**src/rtl/tk_pkg.sv**
```systemverilog
package tk_pkg;

  localparam logic [3:0] A_SEC   = 4'd0;
  localparam logic [3:0] A_MIN   = 4'd1;
  localparam logic [3:0] A_HOUR  = 4'd2;
  localparam logic [3:0] A_WDAY  = 4'd3;
  localparam logic [3:0] A_DAY   = 4'd4;
  localparam logic [3:0] A_MON   = 4'd5;
  localparam logic [3:0] A_YEAR  = 4'd6;
  localparam logic [3:0] A_TRIM  = 4'd7;
  localparam logic [3:0] A_AMIN  = 4'd8;
  localparam logic [3:0] A_AHOUR = 4'd9;
  localparam logic [3:0] A_AMASK = 4'd10;
  localparam logic [3:0] A_CTRL1 = 4'd14;
  localparam logic [3:0] A_CTRL2 = 4'd15;

  localparam int C1_ALM_EN = 7;
  localparam int C1_MODE24 = 5;
  localparam int C2_OSC    = 4;
  localparam int C2_PER    = 2;
  localparam int C2_ALM    = 1;
  localparam logic [2:0] PER_SEL_1HZ = 3'd4;

  typedef struct packed {
    logic [7:0] sec;
    logic [7:0] min;
    logic [7:0] hour;
    logic [7:0] wday;
    logic [7:0] day;
    logic [7:0] mon;
    logic [7:0] year;
  } tk_time_t;

  localparam tk_time_t TIME_RST = '{sec: 8'h00, min: 8'h00, hour: 8'h12,
                                    wday: 8'h00, day: 8'h01, mon: 8'h01,
                                    year: 8'h00};

  function automatic logic [7:0] bcd_inc(input logic [7:0] v);
    if (v[3:0] >= 4'd9) return {v[7:4] + 4'd1, 4'd0};
    return v + 8'd1;
  endfunction

  // multiple of four, judged on the two BCD digits directly
  function automatic logic leap_year(input logic [7:0] y);
    if (!y[4]) return (y[3:0] == 4'd0) || (y[3:0] == 4'd4) || (y[3:0] == 4'd8);
    return (y[3:0] == 4'd2) || (y[3:0] == 4'd6);
  endfunction

  function automatic logic [7:0] last_day(input logic [7:0] m, input logic [7:0] y);
    case (m)
      8'h02:                      return leap_year(y) ? 8'h29 : 8'h28;
      8'h04, 8'h06, 8'h09, 8'h11: return 8'h30;
      default:                    return 8'h31;
    endcase
  endfunction

  // returns {day_carry, next_hour}
  function automatic logic [8:0] hour_step(input logic [7:0] h, input logic mode24);
    logic [7:0] v;
    logic       pm;
    v  = {3'b000, h[4:0]};
    pm = h[5];
    if (mode24) begin
      if (h == 8'h23) return {1'b1, 8'h00};
      return {1'b0, bcd_inc(h)};
    end
    if (v == 8'h11) return {pm, 2'b00, ~pm, 5'h12};
    if (v == 8'h12) return {1'b0, 2'b00, pm, 5'h01};
    return {1'b0, 2'b00, pm, bcd_inc(v)[4:0]};
  endfunction

  function automatic tk_time_t cal_next(input tk_time_t t, input logic mode24);
    tk_time_t   n;
    logic [8:0] hs;
    n = t;
    if (t.sec == 8'h59) begin
      n.sec = 8'h00;
      if (t.min == 8'h59) begin
        n.min  = 8'h00;
        hs     = hour_step(t.hour, mode24);
        n.hour = hs[7:0];
        if (hs[8]) begin
          n.wday = (t.wday >= 8'd6) ? 8'd0 : t.wday + 8'd1;
          if (t.day == last_day(t.mon, t.year)) begin
            n.day = 8'h01;
            if (t.mon == 8'h12) begin
              n.mon  = 8'h01;
              n.year = (t.year == 8'h99) ? 8'h00 : bcd_inc(t.year);
            end else begin
              n.mon = bcd_inc(t.mon);
            end
          end else begin
            n.day = bcd_inc(t.day);
          end
        end
      end else begin
        n.min = bcd_inc(t.min);
      end
    end else begin
      n.sec = bcd_inc(t.sec);
    end
    return n;
  endfunction

endpackage

```
**src/rtl/tk_prescaler.sv**
```systemverilog
module tk_prescaler #(
  parameter int TICKS_PER_SEC = 32768
) (
  input  logic clk,
  input  logic rst_n,
  input  logic pre_tick,
  input  logic restart,
  output logic sec_tick
);
  localparam int CW = (TICKS_PER_SEC > 1) ? $clog2(TICKS_PER_SEC) : 1;
  localparam logic [CW-1:0] LAST = CW'(TICKS_PER_SEC - 1);

  generate
    if (TICKS_PER_SEC > 1) begin : g_div
      logic [CW-1:0] cnt_q;
      always_ff @(posedge clk or negedge rst_n) begin
        if (!rst_n)                 cnt_q <= '0;
        else if (restart)           cnt_q <= '0;
        else if (pre_tick)          cnt_q <= (cnt_q == LAST) ? '0 : cnt_q + 1'b1;
      end
      assign sec_tick = pre_tick && !restart && (cnt_q == LAST);

      a_r2_no_back_to_back: assert property (@(posedge clk) disable iff (!rst_n)
        sec_tick |=> !sec_tick);
      a_r2_restart_delays: assert property (@(posedge clk) disable iff (!rst_n)
        restart |=> !sec_tick);
    end else begin : g_pass
      assign sec_tick = pre_tick && !restart;
    end
  endgenerate
endmodule

```
**src/rtl/tk_calendar.sv**
```systemverilog
module tk_calendar
  import tk_pkg::*;
(
  input  logic       clk,
  input  logic       rst_n,
  input  logic       tick,
  input  logic       mode24,
  input  logic       we,
  input  logic [3:0] addr,
  input  logic [7:0] wdata,
  output tk_time_t   cur,
  output tk_time_t   nxt
);
  tk_time_t t_q;

  assign cur = t_q;
  assign nxt = cal_next(t_q, mode24);

  always_ff @(posedge clk or negedge rst_n) begin
    if (!rst_n) begin
      t_q <= TIME_RST;
    end else if (we) begin
      case (addr)
        A_SEC:   t_q.sec  <= wdata & 8'h7F;
        A_MIN:   t_q.min  <= wdata & 8'h7F;
        A_HOUR:  t_q.hour <= wdata & 8'h3F;
        A_WDAY:  t_q.wday <= wdata & 8'h07;
        A_DAY:   t_q.day  <= wdata & 8'h3F;
        A_MON:   t_q.mon  <= wdata & 8'h1F;
        A_YEAR:  t_q.year <= wdata;
        default: if (tick) t_q <= nxt;
      endcase
    end else if (tick) begin
      t_q.sec  <= nxt.sec  & 8'h7F;
      t_q.min  <= nxt.min  & 8'h7F;
      t_q.hour <= nxt.hour & 8'h3F;
      t_q.wday <= nxt.wday & 8'h07;
      t_q.day  <= nxt.day  & 8'h3F;
      t_q.mon  <= nxt.mon  & 8'h1F;
      t_q.year <= nxt.year;
    end
  end

  a_r3_seconds_move: assert property (@(posedge clk) disable iff (!rst_n)
    (tick && t_q.sec != 8'h59) |=> t_q.sec != $past(t_q.sec));
  a_r4_midnight_24h: assert property (@(posedge clk) disable iff (!rst_n)
    (tick && mode24 && t_q.hour == 8'h23 && t_q.min == 8'h59 && t_q.sec == 8'h59)
      |=> t_q.hour == 8'h00);
  a_r8_weekday_range: assert property (@(posedge clk) disable iff (!rst_n)
    (tick && t_q.wday <= 8'd6) |=> t_q.wday <= 8'd6);
endmodule

```
**src/rtl/tk_alarm.sv**
```systemverilog
module tk_alarm
  import tk_pkg::*;
(
  input  logic       clk,
  input  logic       rst_n,
  input  logic       we,
  input  logic [3:0] addr,
  input  logic [7:0] wdata,
  input  logic       alm_en,
  input  logic       roll_evt,
  input  tk_time_t   nxt,
  output logic [6:0] amin,
  output logic [5:0] ahour,
  output logic [6:0] amask,
  output logic       match,
  output logic       flag
);
  logic [7:0] mask8;
  logic       clr;

  assign mask8 = {1'b0, amask};
  assign match = roll_evt && alm_en && (nxt.min == {1'b0, amin}) &&
                 (nxt.hour == {2'b00, ahour}) && mask8[nxt.wday[2:0]];
  assign clr   = we && ((addr == A_CTRL2 && !wdata[C2_ALM]) ||
                        (addr == A_CTRL1 && !wdata[C1_ALM_EN]));

  always_ff @(posedge clk or negedge rst_n) begin
    if (!rst_n) begin
      amin  <= '0;
      ahour <= '0;
      amask <= '0;
      flag  <= 1'b0;
    end else begin
      if (we && addr == A_AMIN)  amin  <= wdata[6:0];
      if (we && addr == A_AHOUR) ahour <= wdata[5:0];
      if (we && addr == A_AMASK) amask <= wdata[6:0];
      if (clr)        flag <= 1'b0;
      else if (match) flag <= 1'b1;
    end
  end

  a_r10_match_sets_flag: assert property (@(posedge clk) disable iff (!rst_n)
    (match && !clr) |=> flag);
endmodule

```
**src/rtl/bcd_timekeeper.sv**
```systemverilog
module bcd_timekeeper
  import tk_pkg::*;
#(
  parameter int TICKS_PER_SEC = 32768
) (
  input  logic       clk,
  input  logic       rst_n,
  input  logic       pre_tick,
  input  logic       reg_we,
  input  logic [3:0] reg_addr,
  input  logic [7:0] reg_wdata,
  output logic [7:0] reg_rdata,
  output logic       alarm_irq_n,
  output logic       periodic_irq_n
);
  tk_time_t   cur, nxt;
  logic       sec_tick, tick_eff, cal_wr, sec_wr, roll_evt;
  logic       alm_en_q, mode24_q, osc_q, per_q, alm_flag, alm_match;
  logic [2:0] per_sel_q;
  logic [7:0] trim_q;
  logic [6:0] amin, amask;
  logic [5:0] ahour;
  logic       c1_wr, c2_wr;

  assign cal_wr   = reg_we && (reg_addr <= A_YEAR);
  assign sec_wr   = reg_we && (reg_addr == A_SEC);
  assign tick_eff = sec_tick && !cal_wr;
  assign roll_evt = tick_eff && (cur.sec == 8'h59);
  assign c1_wr    = reg_we && (reg_addr == A_CTRL1);
  assign c2_wr    = reg_we && (reg_addr == A_CTRL2);

  tk_prescaler #(.TICKS_PER_SEC(TICKS_PER_SEC)) u_pre (
    .clk(clk), .rst_n(rst_n), .pre_tick(pre_tick), .restart(sec_wr),
    .sec_tick(sec_tick));

  tk_calendar u_cal (
    .clk(clk), .rst_n(rst_n), .tick(tick_eff), .mode24(mode24_q),
    .we(reg_we), .addr(reg_addr), .wdata(reg_wdata), .cur(cur), .nxt(nxt));

  tk_alarm u_alm (
    .clk(clk), .rst_n(rst_n), .we(reg_we), .addr(reg_addr), .wdata(reg_wdata),
    .alm_en(alm_en_q), .roll_evt(roll_evt), .nxt(nxt), .amin(amin),
    .ahour(ahour), .amask(amask), .match(alm_match), .flag(alm_flag));

  always_ff @(posedge clk or negedge rst_n) begin
    if (!rst_n) begin
      alm_en_q  <= 1'b0;
      mode24_q  <= 1'b0;
      per_sel_q <= 3'd0;
      osc_q     <= 1'b1;
      per_q     <= 1'b0;
      trim_q    <= 8'h00;
    end else begin
      if (c1_wr) begin
        alm_en_q  <= reg_wdata[C1_ALM_EN];
        mode24_q  <= reg_wdata[C1_MODE24];
        per_sel_q <= reg_wdata[2:0];
      end
      if (reg_we && reg_addr == A_TRIM) trim_q <= reg_wdata;
      if (c2_wr) osc_q <= osc_q & reg_wdata[C2_OSC];
      if (c2_wr && !reg_wdata[C2_PER])                  per_q <= 1'b0;
      else if (tick_eff && per_sel_q == PER_SEL_1HZ)    per_q <= 1'b1;
    end
  end

  assign alarm_irq_n    = !(alm_flag && alm_en_q);
  assign periodic_irq_n = !(per_q && per_sel_q == PER_SEL_1HZ);

  always_comb begin
    case (reg_addr)
      A_SEC:   reg_rdata = cur.sec;
      A_MIN:   reg_rdata = cur.min;
      A_HOUR:  reg_rdata = cur.hour;
      A_WDAY:  reg_rdata = cur.wday;
      A_DAY:   reg_rdata = cur.day;
      A_MON:   reg_rdata = cur.mon;
      A_YEAR:  reg_rdata = cur.year;
      A_TRIM:  reg_rdata = trim_q;
      A_AMIN:  reg_rdata = {1'b0, amin};
      A_AHOUR: reg_rdata = {2'b00, ahour};
      A_AMASK: reg_rdata = {1'b0, amask};
      A_CTRL1: reg_rdata = {alm_en_q, 1'b0, mode24_q, 2'b00, per_sel_q};
      A_CTRL2: reg_rdata = {3'b000, osc_q, 1'b0, per_q, alm_flag, 1'b0};
      default: reg_rdata = 8'h00;
    endcase
  end

  a_r11_flag_needs_enable: assert property (@(posedge clk) disable iff (!rst_n)
    alm_flag |-> alm_en_q);
  a_r9_osc_sticky: assert property (@(posedge clk) disable iff (!rst_n)
    (osc_q && !(c2_wr && !reg_wdata[C2_OSC])) |=> osc_q);
  a_r9_osc_never_sets: assert property (@(posedge clk) disable iff (!rst_n)
    !osc_q |=> !osc_q);
  a_r12_periodic_from_tick: assert property (@(posedge clk) disable iff (!rst_n)
    $rose(per_q) |-> $past(tick_eff));
endmodule

```
**config.mk**
```make
export PLATFORM = sky130hd
export DESIGN_NAME = bcd_timekeeper
export DESIGN_NICKNAME = d
export VERILOG_FILES = /design/src/rtl/tk_pkg.sv /design/src/rtl/tk_prescaler.sv /design/src/rtl/tk_calendar.sv /design/src/rtl/tk_alarm.sv /design/src/rtl/bcd_timekeeper.sv
export SDC_FILE = /design/constraint.sdc
export NUM_CORES = 1
export LEC_CHECK = 0
export ABC_CLOCK_PERIOD_IN_PS = 9600
export CAP_MARGIN = 20
export CORE_MARGIN = 4
export CORE_UTILIZATION = 40
export CTS_BUF_LIST = sky130_fd_sc_hd__clkbuf_8
export DETAILED_ROUTE_END_ITERATION = 12
export GPL_TIMING_DRIVEN = 0
export PLACE_DENSITY = 0.62
export SETUP_SLACK_MARGIN = 0.5
export SLEW_MARGIN = 10
export SYNTH_ARGS = -nofsm -noshare
export SYNTH_HDL_FRONTEND = slang
export SYNTH_SLANG_ARGS = --single-unit
```
**constraint.sdc**
```tcl
create_clock -name clk -period 9.6 [get_ports clk]
set_clock_uncertainty 0.05 [all_clocks]
set_input_delay 1.92 -clock clk [delete_from_list [all_inputs] [get_ports clk]]
set_output_delay 1.92 -clock clk [all_outputs]
set_load 0.1 [all_outputs]
```
==> results.json <==
{
  "htree_num_levels": 3,
  "netlist_top_cells_count": "105 x nand2_1, 102 x dfrtp_1, 96 x nor2_1, 70 x o21ai_0, 47 x a21oi_1",
  "cts_tree": "done",
  "io_buffers": 22,
  "synth-warning-count": 0,
  "hold_buffers": 0,
  "yosysMostFrequentCell": "nand2_1",
  "critPathArrivalTime_ns": 5.89,
  "cts_sinks": 107,
  "syn_to_final_growth_pct": 9.63,
  "max_freq_mhz": 127,
  "placedInstanceArea_um2": 8630,
  "postCtsSetupRepairBufs": 0,
  "drt_wl_total_um": 28600,
  "synth_nets": 1006,
  "crit_required_ns": 7.63,
  "clk_pin_slew_ns": 0.11,
  "synth.avg_cell_area_um2": 8.44,
  "drtIter0Drc": 866,
  "crit_fanout": 10,
  "seq_power_share": 0.466,
  "yosys_most_used_dff": "dfrtp_1",
  "dieHeight_um": 150,
  "clockRootBuffer": "clkbuf_8",
  "fill_cells": 2020,
  "synth_cells": 953,
  "synth_top_area_frac": 0.317,
  "multiInputGateArea_um2": 5030,
  "design_area_um2": 8820,
  "p_comb_frac": 0.309,
  "crit_path_end_kind": "output pin",
  "finalSetupViolCount": 0,
  "swShare": 0.405,
  "nNetsFinal": 1040,
  "hold_depth": 1,
  "timing.final.crit_share": 0.819,
  "dp_hpwl_um": 20900,
  "rows": 51,
  "drc": 0,
  "pin_count": 26,
  "gp_congestion": 1.00,
  "leakage_uw": 0.00357,
  "post_cts_resized": 0,
  "ys_ff_latch": 107,
  "hold_class": "flop to flop",
  "netlist_area_um2": 8050,
  "drive_gt1_frac": 0.0917,
  "start_kind": "primary input",
  "grt_pass1_wl_um": 44500,
  "clk_path_buf_depth": 2,
  "via_per_inst": 6.37,
  "cts_made_buffers": 9,
  "relSlewSlack": 0.337,
  "core_um2": 19700,
  "track_usage": 0.260,
  "antenna_found_initial": 0,
  "grt_remaining_overflow": 0,
  "drv_slew": 0,
  "rr_worst_depth": 12,
  "worst_pin_slew_ns": 0.995,
  "clk_latency_ns": 0.41,
  "yosys-top-cells-area": "dfrtp_1 32%, ha_1 5.8%, mux2_2 5.0%",
  "status": "finished clean",
  "synth.distinct_cells": 86,
  "drt-wirelength-per-cell_um": 22.7,
  "drt-pass1-iter-count": 6,
  "min_period_ns": 7.86,
  "power_per_cell_area_nw_per_um2": 148,
  "ys_seq_area_frac": 0.334,
  "initial_utilization": 0.409,
  "crit_type": "primary input to output pin",
  "die-area_um2": 22400,
  "yosysTopAreaCell": "dfrtp_1",
  "tns_ns": 0,
  "regArea_um2": 2680,
  "synth_edf_count": 0,
  "ir_worst_vdd_mv": 0.0786,
  "grt_pass1_vias": 7431,
  "die_w_um": 150,
  "rsz0062_at_grt": "no",
  "grt_max_degree": 56,
  "async_reset_ff_frac": 1.00,
  "power_switching_uw": 528,
  "pwr-share-clk": 0.225,
  "cap_violations": 0,
  "antenna_cells": 0,
  "postRouteAntennaNets": 0,
  "vias": 8009,
  "finalHoldViolCount": 0,
  "p_int_uw": 776
}
## cells in the final DEF (no fill, tap or decap), types with 5 or more instances in the layout
cell	count
a211oi_1	5
a21o_1	5
a21oi_1	47
a22o_1	8
a22oi_1	22
a31oi_1	17
a32oi_1	6
a41oi_1	5
and2_1	8
and3_1	19
and4_1	5
clkbuf_1	41
clkbuf_8	10
clkdlybuf4s50_1	21
dfrtp_1	102
dfstp_2	5
ha_1	37
inv_1	32
mux2_2	36
mux2i_1	18
nand2_1	105
nand2b_1	8
nand3_1	42
nand4_1	17
nor2_1	96
nor2b_1	9
nor3_1	19
nor3b_1	6
nor4_1	7
o211ai_1	9
o21ai_0	70
o22ai_1	10
o31ai_1	12
or2_2	5
or3_1	5
or4_1	5
xnor2_1	7
xor2_1	10
## metrics by stage
step                      total power, uW   util  hold WS (ns)  instances  setup WS, ns
after floorplan                       867      -         0.391        953          2.45
final                                1300  0.449         0.431       1257          1.74
after CTS                            1300  0.449         0.430       1257          1.90
after detailed placement             1010  0.439         0.406       1241          1.91
after global routing                 1370  0.449         0.442       1257          1.67
after global placement                999  0.437         0.402       1240          1.89
## logic make-up after synthesis
group	count (synthesis)	synth area share
AND/OR/NAND/NOR	379	0.240
AO/OA/AOI/OAI	275	0.230
flip-flops	107	0.334
buffers and inverters	82	0.0415
multiplexers	56	0.0784
adder cells (fa/ha/maj)	37	0.0575
XOR/XNOR	17	0.0185
## sequential cells by signal (all words and copies together) (netlist names)
register / flops
trim_q: 8
u_pre.g_div.cnt_q: 15
per_sel_q: 3
per_q: 1
u_alm.ahour: 6
alm_en_q: 1
osc_q: 1
u_alm.flag: 1
u_cal.cur: 56
u_alm.amin: 7
u_alm.amask: 7
mode24_q: 1
## critical path, cell delays in order
cell             delay, ns
clkdlybuf4s50_1       0.52
clkbuf_1              0.35
clkbuf_1              0.48
clkbuf_1              0.53
mux2i_1               0.20
nor4_1                0.34
a221o_1               0.17
a21oi_1               0.05
o21ai_0               0.15
clkdlybuf4s50_1       1.20
## power by group through the flow
stage / clock, uW / sequential (uW) / combinational [uW]
after floorplan: 0 / 571 / 297
after global placement: 0 / 610 / 390
after detailed placement: 0 / 611 / 396
after CTS: 299 / 602 / 398
after global routing: 316 / 614 / 444
final: 293 / 608 / 403
## worst paths after layout
path | slack, ns | end | start
max | 1.74 | reg_rdata[6] | reg_addr[0]
min in group asynchronous | 1.40 | u_cal.cur[3] | rst_n
max in group asynchronous | 7.42 | u_cal.cur[8] | rst_n
max reg2reg | 5.67 | u_alm.flag | u_cal.cur[36]
min | 0.43 | osc_q | osc_q
min reg2reg | 0.43 | osc_q | osc_q
## layer usage
| metal | wire length (um) | track usage |
|---|---|---|
| met1 | 12600 | 0.368 |
| met4 | 1150 | 0.102 |
| met3 | 2170 | 0.0448 |
| met2 | 12600 | 0.395 |
| met5 | 0 | 0 |
## cell type report
cell class,count,share of cell area
Tap cell,265,0.0376
Buffer,50,0.0243
Clock inverter,6,0.00638
Inverter,32,0.0136
Multi-Input combinational cell,764,0.570
Sequential cell,107,0.304
Timing Repair Buffer,23,0.0282
Clock buffer,10,0.0156
Note: power is estimated with default switching activity, not from simulation.
